File: src/rtl/rtc_guard_pkg.sv
package rtc_guard_pkg;
    localparam int unsigned OFF_TIME  = 32'h00;
    localparam int unsigned OFF_DATE  = 32'h04;
    localparam int unsigned OFF_STAT  = 32'h0C;
    localparam int unsigned OFF_PRESC = 32'h10;
    localparam int unsigned OFF_CTRL  = 32'h18;
    localparam int unsigned OFF_KEY   = 32'h24;

    localparam logic [7:0] KEY_FIRST  = 8'hCA;
    localparam logic [7:0] KEY_SECOND = 8'h53;

    localparam int unsigned BIT_REQ  = 7;
    localparam int unsigned BIT_ACT  = 6;
    localparam int unsigned BIT_SYNC = 5;
    localparam int unsigned BIT_DONE = 4;

    typedef enum logic [1:0] {
        KS_LOCKED = 2'd0,
        KS_HALF   = 2'd1,
        KS_OPEN   = 2'd2
    } key_st_e;
endpackage

File: src/rtl/rtc_key_fsm.sv
module rtc_key_fsm
    import rtc_guard_pkg::*;
(
    input  logic       clk,
    input  logic       rst_n,
    input  logic       key_wr,
    input  logic [7:0] key_val,
    output logic       unlocked
);
    typedef struct packed {
        key_st_e st;
    } key_regs_t;

    key_regs_t r_d, r_q;

    always_comb begin
        r_d = r_q;
        if (key_wr) begin
            case (r_q.st)
                KS_LOCKED: r_d.st = (key_val == KEY_FIRST)  ? KS_HALF : KS_LOCKED;
                KS_HALF:   r_d.st = (key_val == KEY_SECOND) ? KS_OPEN : KS_LOCKED;
                default:   r_d.st = KS_LOCKED;
            endcase
        end
    end

    always_ff @(posedge clk or negedge rst_n) begin
        if (!rst_n) r_q <= '{st: KS_LOCKED};
        else        r_q <= r_d;
    end

    assign unlocked = (r_q.st == KS_OPEN);
endmodule

File: src/rtl/rtc_init_sync.sv
module rtc_init_sync #(
    parameter int unsigned SYNC_TICKS = 2
) (
    input  logic clk,
    input  logic rst_n,
    input  logic rtc_tick,
    input  logic req_wr,
    input  logic req_val,
    input  logic sync_clr,
    input  logic date_acc,
    output logic init_req,
    output logic init_act,
    output logic synced,
    output logic cal_done,
    output logic shadow_en
);
    localparam int unsigned CNT_W = (SYNC_TICKS < 2) ? 1 : $clog2(SYNC_TICKS + 1);
    localparam logic [CNT_W-1:0] CNT_LAST = CNT_W'(SYNC_TICKS - 1);

    typedef struct packed {
        logic             req;
        logic             act;
        logic             rsf;
        logic             done;
        logic [CNT_W-1:0] cnt;
    } sync_regs_t;

    sync_regs_t r_d, r_q;

    always_comb begin
        r_d = r_q;
        if (req_wr) r_d.req = req_val;
        r_d.act = r_d.req & (r_q.act | (r_q.req & rtc_tick));
        if (r_d.act && !r_q.act) begin
            r_d.rsf = 1'b0;
            r_d.cnt = '0;
        end else if (sync_clr) begin
            r_d.rsf = 1'b0;
            r_d.cnt = '0;
        end else if (!r_q.act && !r_q.rsf && rtc_tick) begin
            if (r_q.cnt == CNT_LAST) begin
                r_d.rsf = 1'b1;
                r_d.cnt = '0;
            end else begin
                r_d.cnt = r_q.cnt + 1'b1;
            end
        end
        if (date_acc) r_d.done = 1'b1;
    end

    always_ff @(posedge clk or negedge rst_n) begin
        if (!rst_n) r_q <= '0;
        else        r_q <= r_d;
    end

    assign init_req  = r_q.req;
    assign init_act  = r_q.act;
    assign synced    = r_q.rsf;
    assign cal_done  = r_q.done;
    assign shadow_en = rtc_tick & ~r_q.act;
endmodule

File: src/rtl/rtc_shadow.sv
module rtc_shadow #(
    parameter int unsigned DATA_W = 32
) (
    input  logic              clk,
    input  logic              rst_n,
    input  logic              cap_en,
    input  logic [DATA_W-1:0] time_i,
    input  logic [DATA_W-1:0] date_i,
    output logic [DATA_W-1:0] time_o,
    output logic [DATA_W-1:0] date_o
);
    typedef struct packed {
        logic [DATA_W-1:0] tm;
        logic [DATA_W-1:0] dt;
    } shd_regs_t;

    shd_regs_t r_d, r_q;

    always_comb begin
        r_d = r_q;
        if (cap_en) begin
            r_d.tm = time_i;
            r_d.dt = date_i;
        end
    end

    always_ff @(posedge clk or negedge rst_n) begin
        if (!rst_n) r_q <= '0;
        else        r_q <= r_d;
    end

    assign time_o = r_q.tm;
    assign date_o = r_q.dt;
endmodule

File: src/rtl/rtc_guard_regs.sv
module rtc_guard_regs
    import rtc_guard_pkg::*;
#(
    parameter int unsigned ADDR_W     = 8,
    parameter int unsigned DATA_W     = 32,
    parameter int unsigned PRESC_W    = 23,
    parameter int unsigned CTRL_W     = 8,
    parameter int unsigned SYNC_TICKS = 2
) (
    input  logic               clk,
    input  logic               rst_n,
    input  logic               rtc_tick,
    input  logic               bus_sel,
    input  logic               bus_we,
    input  logic [ADDR_W-1:0]  bus_addr,
    input  logic [DATA_W-1:0]  bus_wdata,
    output logic [DATA_W-1:0]  bus_rdata,
    input  logic [DATA_W-1:0]  core_time_i,
    input  logic [DATA_W-1:0]  core_date_i,
    output logic               core_hold,
    output logic               core_ld_time,
    output logic               core_ld_date,
    output logic [DATA_W-1:0]  core_ld_data,
    output logic [PRESC_W-1:0] presc_o,
    output logic [CTRL_W-1:0]  ctrl_o,
    output logic [7:0]         status_o
);
    localparam logic [ADDR_W-1:0] A_TIME  = ADDR_W'(OFF_TIME);
    localparam logic [ADDR_W-1:0] A_DATE  = ADDR_W'(OFF_DATE);
    localparam logic [ADDR_W-1:0] A_STAT  = ADDR_W'(OFF_STAT);
    localparam logic [ADDR_W-1:0] A_PRESC = ADDR_W'(OFF_PRESC);
    localparam logic [ADDR_W-1:0] A_CTRL  = ADDR_W'(OFF_CTRL);
    localparam logic [ADDR_W-1:0] A_KEY   = ADDR_W'(OFF_KEY);

    typedef struct packed {
        logic [DATA_W-1:0]  rdata;
        logic [PRESC_W-1:0] presc;
        logic [CTRL_W-1:0]  ctrl;
        logic               ld_time;
        logic               ld_date;
        logic [DATA_W-1:0]  ld_data;
    } top_regs_t;

    top_regs_t r_d, r_q;

    logic wr, rd, unlocked, cfg_ok;
    logic time_acc, date_acc, presc_acc, ctrl_acc;
    logic stat_wr, init_req, init_act, synced, cal_done, shadow_en;
    logic [DATA_W-1:0] shd_time, shd_date;
    logic [7:0] status;

    assign wr      = bus_sel & bus_we;
    assign rd      = bus_sel & ~bus_we;
    assign stat_wr = wr & (bus_addr == A_STAT);

    rtc_key_fsm key_i (
        .clk      (clk),
        .rst_n    (rst_n),
        .key_wr   (wr & (bus_addr == A_KEY)),
        .key_val  (bus_wdata[7:0]),
        .unlocked (unlocked)
    );

    assign cfg_ok    = unlocked & init_act;
    assign time_acc  = wr & (bus_addr == A_TIME)  & cfg_ok;
    assign date_acc  = wr & (bus_addr == A_DATE)  & cfg_ok;
    assign presc_acc = wr & (bus_addr == A_PRESC) & cfg_ok;
    assign ctrl_acc  = wr & (bus_addr == A_CTRL)  & unlocked;

    rtc_init_sync #(.SYNC_TICKS(SYNC_TICKS)) sync_i (
        .clk       (clk),
        .rst_n     (rst_n),
        .rtc_tick  (rtc_tick),
        .req_wr    (stat_wr & unlocked),
        .req_val   (bus_wdata[BIT_REQ]),
        .sync_clr  (stat_wr & ~bus_wdata[BIT_SYNC]),
        .date_acc  (date_acc),
        .init_req  (init_req),
        .init_act  (init_act),
        .synced    (synced),
        .cal_done  (cal_done),
        .shadow_en (shadow_en)
    );

    rtc_shadow #(.DATA_W(DATA_W)) shadow_i (
        .clk    (clk),
        .rst_n  (rst_n),
        .cap_en (shadow_en),
        .time_i (core_time_i),
        .date_i (core_date_i),
        .time_o (shd_time),
        .date_o (shd_date)
    );

    always_comb begin
        status           = '0;
        status[BIT_REQ]  = init_req;
        status[BIT_ACT]  = init_act;
        status[BIT_SYNC] = synced;
        status[BIT_DONE] = cal_done;
    end

    always_comb begin
        r_d         = r_q;
        r_d.ld_time = time_acc;
        r_d.ld_date = date_acc;
        if (time_acc || date_acc) r_d.ld_data = bus_wdata;
        if (presc_acc) r_d.presc = bus_wdata[PRESC_W-1:0];
        if (ctrl_acc)  r_d.ctrl  = bus_wdata[CTRL_W-1:0];
        if (rd) begin
            case (bus_addr)
                A_TIME:  r_d.rdata = shd_time;
                A_DATE:  r_d.rdata = shd_date;
                A_STAT:  r_d.rdata = DATA_W'(status);
                A_PRESC: r_d.rdata = DATA_W'(r_q.presc);
                A_CTRL:  r_d.rdata = DATA_W'(r_q.ctrl);
                default: r_d.rdata = '0;
            endcase
        end
    end

    always_ff @(posedge clk or negedge rst_n) begin
        if (!rst_n) r_q <= '0;
        else        r_q <= r_d;
    end

    assign bus_rdata    = r_q.rdata;
    assign core_hold    = init_req;
    assign core_ld_time = r_q.ld_time;
    assign core_ld_date = r_q.ld_date;
    assign core_ld_data = r_q.ld_data;
    assign presc_o      = r_q.presc;
    assign ctrl_o       = r_q.ctrl;
    assign status_o     = status;
endmodule

File: config.mk
export PLATFORM = sky130hd
export DESIGN_NAME = rtc_guard_regs
export DESIGN_NICKNAME = d
export VERILOG_FILES = /design/src/rtl/rtc_guard_pkg.sv /design/src/rtl/rtc_key_fsm.sv /design/src/rtl/rtc_init_sync.sv /design/src/rtl/rtc_shadow.sv /design/src/rtl/rtc_guard_regs.sv
export SDC_FILE = /design/constraint.sdc
export NUM_CORES = 1
export LEC_CHECK = 0
export ABC_AREA = 1
export BUFFER_PORTS_ARGS = -buffer_cell sky130_fd_sc_hd__buf_2
export CAP_MARGIN = 20
export CORE_ASPECT_RATIO = 0.5
export CORE_MARGIN = 2
export CORE_UTILIZATION = 52
export DETAILED_ROUTE_END_ITERATION = 16
export PLACE_DENSITY = 0.8
export SYNTH_ARGS = -nofsm -noshare
export SYNTH_HDL_FRONTEND = slang
export SYNTH_SLANG_ARGS = --single-unit
export TNS_END_PERCENT = 30
File: constraint.sdc
create_clock -name clk -period 1.65 [get_ports clk]
set_clock_uncertainty 0.1 [all_clocks]
set_input_delay 0.165 -clock clk [delete_from_list [all_inputs] [get_ports clk]]
set_output_delay 0.165 -clock clk [all_outputs]
set_load 0.005 [all_outputs]
# --- Word-level counts from Yosys, hierarchy flattened ---
# Cells that the tools add are included.
classes:
  reduce_logical: 11
  n_eq_ne: 10
  n_bitwise: 22
  n_addsub: 1
  muxes: 13
ops:
  columns: ["operator", "count"]
  rows:
  - ["case mux 32 bit (5 select lines)", 1]
  - ["AND 1 bit", 18]
  - ["== test 8 x 5 -> 1 bit (second input constant)", 2]
  - ["2-to-1 mux 2 bit", 5]
  - ["== test 8 x 3 -> 1 bit (second input constant)", 1]
  - ["== test 8 x 4 -> 1 bit (second input constant)", 1]
  - ["== test 8 x 6 -> 1 bit (second input constant)", 1]
  - ["== test 8 x 7 -> 1 bit (second input constant)", 1]
  - ["== test 8 bit (second input constant)", 1]
  - ["logical NOT 8 bit", 1]
  - ["2-to-1 mux 1 bit", 6]
  - ["nonzero test 3 bit", 2]
  - ["== test 2 x 1 -> 1 bit (second input constant)", 2]
  - ["case mux 2 bit (2 select lines)", 1]
  - ["logical AND 1 bit", 3]
  - ["inverter 1 bit", 3]
  - ["adder 2 x 1 -> 2 bit (second input constant)", 1]
  - ["== test 2 bit (second input constant)", 1]
  - ["logical NOT 1 bit", 2]
  - ["logical NOT 2 bit", 1]
  - ["AND reduction 2 bit", 1]
  - ["logical OR 1 bit", 1]
  - ["OR 1 bit", 1]
totals:
  wordCells: 71
  in_bits: 109
  regBits: 169
  out_inout_bits: 106

# --- Depth between registers and ports, before layout ---
depth:
  depth_word: 8
  ltp_mapped: 11
  ltp_nobuf: 9

# --- By module ---
# From an unflattened synthesis, not the netlist that was laid out.
hier_totals:
  cells_unflattened: 912
  hier_area_um2: 7553.5
by_module_without_submodules:
  columns: ["module", "cells_each", "instances", "area_each_um2", "seq_area_each_um2"]
  rows:
  - ["rtc_guard_regs", 579, 1, 4667.0, 2427.3]
  - ["rtc_shadow", 270, 1, 2446.1, 1601.5]
  - ["rtc_init_sync", 32, 1, 274.0, 150.1]
  - ["rtc_key_fsm", 31, 1, 166.4, 50.0]

# --- Worst setup path before layout ---
# OpenSTA, ideal clock, no wires.
synth_path:
  path_kind: "reg-to-reg"
  startpoint: "reg key_i.r_q[0] in the netlist's numbering"
  endpoint: "reg r_q, in the netlist core_ld_data[23]"
  path_stages_with_launch: 8
  path_slack_ps: 217
  synth_period_minus_slack_ps: 1433
  required_ps: 1433
  arrival_time_ps: 1216
  setup_time_ps: 117
  cell_sequence: "dfrtp_1 nor3_4 nand2_2 inv_2 o21ai_4 buf_6 nand2_1 o21ai_2"
synth_via:
  elab_chain_len: 4
  elab_cells_between_ends: 5
  cone_classes: "eq/ne: 1; bitwise: 3; reduce/logical: 1"
synth_lines:
  columns: ["item", "line_no", "rtl"]
  rows:
  - ["start, declared", "rtc_key_fsm.sv:14", "key_regs_t r_d, r_q;"]
  - ["start signal, assigned", "rtc_key_fsm.sv:28", "if (!rst_n) r_q <= '{st: KS_LOCKED};"]
  - ["start signal, assigned", "rtc_key_fsm.sv:29", "else r_q <= r_d;"]
  - ["== test 2 bit *", "rtc_key_fsm.sv:32", "assign unlocked = (r_q.st == KS_OPEN);"]
  - ["AND 1 bit *", "rtc_guard_regs.sv:64", "assign cfg_ok = unlocked & init_act;"]
  - ["AND 1 bit (on tied branches)", "rtc_guard_regs.sv:65, rtc_guard_regs.sv:66", null]
  - ["logical OR 1 bit *", "rtc_guard_regs.sv:107", "if (time_acc || date_acc) r_d.ld_data = bus_wdata;"]
  - ["end signal, assigned", "rtc_guard_regs.sv:124", "else r_q <= r_d;"]
  - ["end, declared", "rtc_guard_regs.sv:44", "top_regs_t r_d, r_q;"]
# Every way passes the cells marked *; elsewhere a longest branch is shown, timed or not.
# A chain may end at the register's enable or synchronous reset.

# --- Final worst setup path ---
layout_path:
  startpoint: "reg key_i.r_q[0] in the netlist's numbering"
  endpoint: "reg r_q, in the netlist core_ld_data[13]"
# Same word-level chain as after synthesis.

==> impl_table.tex <==
\begin{tabular}{lr}
\hline
Metric & Value \\
\hline
\multicolumn{2}{l}{\textbf{Drt}} \\
\quad DR vias/cell & 5.05 \\
\quad Total iterations of the first detailed-routing run & 6 \\
\quad WL/cell & 15.5 um \\
\quad Iteration-0 DRC Markers & 389 \\
\quad Final routed wirelength across all metal layers & 21.4 mm \\
\quad Met2 WL & 10.3 mm \\
\quad Drt drc & 0 \\
\quad Top layer reached by signal wires & met4 \\
\quad Routed vias & roughly 7000 \\
\quad Routed Antenna Nets & 0 \\
\quad Detailed-route wire length on metal 1 & 9.01 mm \\
\quad Wire length on met3 & 1.57 mm \\
\multicolumn{2}{l}{\textbf{Synth}} \\
\quad Fraction of registers with async set or reset after synthesis & between 90\% and 100\% \\
\quad Cell count after synthesis & approximately 880 \\
\quad Count of flip-flops with a built-in enable after synthesis & 0 \\
\quad Netlist area before placement & 7400 sq um \\
\quad Share of synthesized area occupied by flip-flops and latches & between 50 and 60\% \\
\quad Per-instance average area after synthesis & 8.46 sq um \\
\quad Top flip-flop cell by instance count after synthesis & sky130\_fd\_sc\_hd\_\_dfrtp\_1 \\
\quad Count of warnings emitted by yosys & 0 \\
\quad Number of flip-flops and latches in the synthesized netlist & approximately 170 \\
\quad Unique cell type count in the Yosys netlist & 30 \\
\multicolumn{2}{l}{\textbf{Clock tree}} \\
\quad Htree depth & 4 \\
\quad Clock tree from TritonCTS & built \\
\quad Clock tree sinks & around 170 \\
\quad Root buffer selected by CTS & sky130\_fd\_sc\_hd\_\_clkbuf\_16 \\
\quad Inserted Clock Buffers & 17 \\
\quad Clock Path Buffers & 2 \\
\quad Number of buffers added for setup after CTS & 0 \\
\quad Clock-pin slew of the registers on the worst-case setup and hold paths & 70 ps \\
\quad Clk\_lat worst skew & between 400 and 500 ps \\
\multicolumn{2}{l}{\textbf{Finish}} \\
\quad Most used cells in the layout excluding fill and tap cells & sky130\_fd\_sc\_hd\_\_nand2\_1 (450), sky130\_fd\_sc\_hd\_\_buf\_2 (209), sky130\_fd\_sc\_hd\_\_dfrtp\_1 (168), sky130\_fd\_sc\_hd\_\_dlygate4sd3\_1 (96), sky130\_fd\_sc\_hd\_\_inv\_1 (48) \\
\quad Signed area change from the synthesized netlist to the final layout & 38.5\% \\
\quad Fraction of layout cells with a size suffix above 1 & 27.1\% \\
\quad Most common library cell in the layout ignoring fill and taps & sky130\_fd\_sc\_hd\_\_nand2\_1 \\
\quad Share of the core filled with cells in the final layout & 74.6\% \\
\quad Number of nets in the finished design & 1286 \\
\multicolumn{2}{l}{\textbf{Floorplan}} \\
\quad Die height & about 88 um \\
\quad Top-level port count & 215 \\
\quad Total core area & 13700 sq um \\
\quad Row count & 30 \\
\quad Area enclosed by the die boundary & 15300 sq um \\
\quad Die width & 173 um \\
\quad Initial standard-cell utilization of the core & 53.9\% \\
\multicolumn{2}{l}{\textbf{Worst hold path}} \\
\quad Hold Path Class & in2reg \\
\multicolumn{2}{l}{\textbf{Pwr}} \\
\quad Peak supply drop & 739 uV \\
\quad Power Dens Cells & between 800 and 900 nW/um\^{}2 \\
\quad PnR Total Power & about 9000 uW \\
\quad Lkg Pwr & 0.00578 uW \\
\multicolumn{2}{l}{\textbf{Critical path}} \\
\quad Crit end category & register \\
\quad Delay of the slowest cell on the worst path & roughly 440 ps \\
\quad Maximum fanout along the worst path & 53 \\
\quad Critical Path Slowest Stage Cell & sky130\_fd\_sc\_hd\_\_dfrtp\_2 \\
\quad Cell-by-cell listing of the critical path & nor3\_4, nand2\_2, inv\_4, o21ai\_4, buf\_12, nand2\_1, o21ai\_2 \\
\quad Data required time at the worst endpoint & 1850 ps \\
\quad Critical path class & reg2reg \\
\quad Buf+Inv Stages, Crit Path & 2 \\
\quad Kind of start point of the critical path & register \\
\quad Worst EP arrival & 1780 ps \\
\quad Largest delay share family, worst path & simple AND/OR/NAND/NOR gates \\
\multicolumn{2}{l}{\textbf{Timing}} \\
\quad Minimum clock period after layout & 1580 ps \\
\quad Hold violation total from the final report & 0 \\
\quad Max-slew violation count & 0 \\
\quad Crit share post-route & 96.0\% \\
\quad Setup TNS after final layout & 0 ps \\
\quad Setup violations, final & 0 \\
\quad Unrepaired setup endpoints after global routing & no \\
\quad Max Freq & 631 MHz \\
\quad Worst-case setup margin in the final layout & 66.4 ps \\
\multicolumn{2}{l}{\textbf{Placed design}} \\
\quad DPL Wire Length & 13.5 mm \\
\quad Last weighted congestion value of the routability-driven placer & 0.901 \\
\quad IO buf count & 210 \\
\quad Pre-CTS WS & 31.6 ps \\
\multicolumn{2}{l}{\textbf{Global routing}} \\
\quad Global-route wire length before repair & 34.4 mm \\
\quad Total gr overflow & 0 \\
\quad Total routing usage reported by global routing & between 20 and 30\% \\
\quad Via count of the first global-routing pass & 7058 \\
\quad Initial antenna violation count & 0 \\
\quad Pin count of the biggest net entering global routing & between 60 and 70 \\
\multicolumn{2}{l}{\textbf{Job}} \\
\quad Max Cap Violations & 0 \\
\multicolumn{2}{l}{\textbf{Outcome}} \\
\quad Result of the run & complete, no violations \\
\hline
\end{tabular}
==> cells by family (layout without fill, tap and decap cells) <==
group	after synthesis	in the layout	share of synthesized area, %
AOI/OAI and AO/OA	84	84	7.64
buffers and inverters	103	415	7.02
DFF	169	169	57.2
other	1	5	0.0507
and+or+nand+nor	518	518	28.1
==> cell type report <==
type | count | area (sq um)
timing repair buffer | 326 | 2280
antenna | 1 | 2.50
multi-input combinational | 606 | 2680
fill | 970 | 3490
clock buffer | 18 | 429
tap | 192 | 240
inverter | 57 | 219
clock inverter | 14 | 161
sequential | 169 | 4230
==> what timing repair did <==
| item | CTS | global route |
|---|---|---|
| hold buffers | 97 | 0 |
| gates cloned | 0 | 0 |
| resized for setup | 1 | 5 |
| hold endpoints to repair | 202 | 0 |
| pin swaps | 0 | 1 |
| setup endpoints to repair | 1 | 24 |
==> synthesized netlist by cell type (8+ instances only) <==
| cell | number | area [sq um] |
|---|---|---|
| sky130_fd_sc_hd__nand2_1 | 451 | 1690 |
| sky130_fd_sc_hd__dfrtp_1 | 169 | 4230 |
| sky130_fd_sc_hd__inv_1 | 50 | 188 |
| sky130_fd_sc_hd__o21ai_2 | 32 | 280 |
| sky130_fd_sc_hd__o21ai_1 | 31 | 155 |
| sky130_fd_sc_hd__nand3_1 | 23 | 115 |
| sky130_fd_sc_hd__nor2_1 | 22 | 82.6 |
| sky130_fd_sc_hd__clkbuf_1 | 16 | 60.1 |
| sky130_fd_sc_hd__buf_4 | 12 | 90.1 |
| sky130_fd_sc_hd__buf_6 | 10 | 113 |
| sky130_fd_sc_hd__o21ai_0 | 10 | 50.1 |
| sky130_fd_sc_hd__buf_2 | 8 | 40.0 |
==> stage by stage <==
step                      std cells  hold WS [ps]  instance area (sq um)
after floorplan                 878          -231                   7410
after global placement         1254          29.7                   8670
after detailed placement       1254          33.6                   8670
after CTS                      1383          30.4                  10200
after global routing           1382          17.3                  10200
final                          1383          11.4                  10200
==> flip-flops by register name, indices dropped and copies added, names as in the netlist <==
| register | flops |
|---|---|
| sync_i.init_req | 1 |
| sync_i.cal_done | 1 |
| bus_rdata | 32 |
| core_ld_time | 1 |
| shadow_i.time_o | 32 |
| core_ld_data | 32 |
| sync_i.init_act | 1 |
| ctrl_o | 8 |
| shadow_i.date_o | 32 |
| presc_o | 23 |
| sync_i.synced | 1 |
| core_ld_date | 1 |
| key_i.r_q | 2 |
| sync_i.r_q | 2 |
==> path summary, 6_finish.rpt <==
kind	from	endpoint	slack, ps	depth (start not counted)
setup / recovery	key_i.r_q[0]$_DFFE_PN0P_	core_ld_data[13]$_DFFE_PN0P_	70	7
hold / removal	bus_wdata[7]	key_i.r_q[0]$_DFFE_PN0P_	10	3
setup reg to reg	key_i.r_q[0]$_DFFE_PN0P_	core_ld_data[13]$_DFFE_PN0P_	70	7
hold reg to reg	bus_rdata[15]$_DFFE_PN0P_	bus_rdata[15]$_DFFE_PN0P_	380	2
max in group asynchronous	rst_n	bus_rdata[27]$_DFFE_PN0P_	690	3
min in group asynchronous	rst_n	core_ld_data[28]$_DFFE_PN0P_	150	2
==> metal layers <==
layer  vias to the layer above  global-route usage [%]
met5                         -                       0
met4                         0                    11.7
met3                        56                    5.80
met2                       317                    49.0
met1                      3304                    36.8
li1                       3307                       -
==> power by group <==
part	switching (uW)	internal [uW]	total (uW)
Clock	1750	2270	4030
Sequential	22.4	4180	4200
Combinational	301	306	607
==> worst min-delay path, stage by stage <==
cell                      delay (ps)
sky130_fd_sc_hd__buf_2           120
sky130_fd_sc_hd__nand4_1         110
sky130_fd_sc_hd__o31ai_2          80
Note: power is estimated with default switching activity, not from simulation.
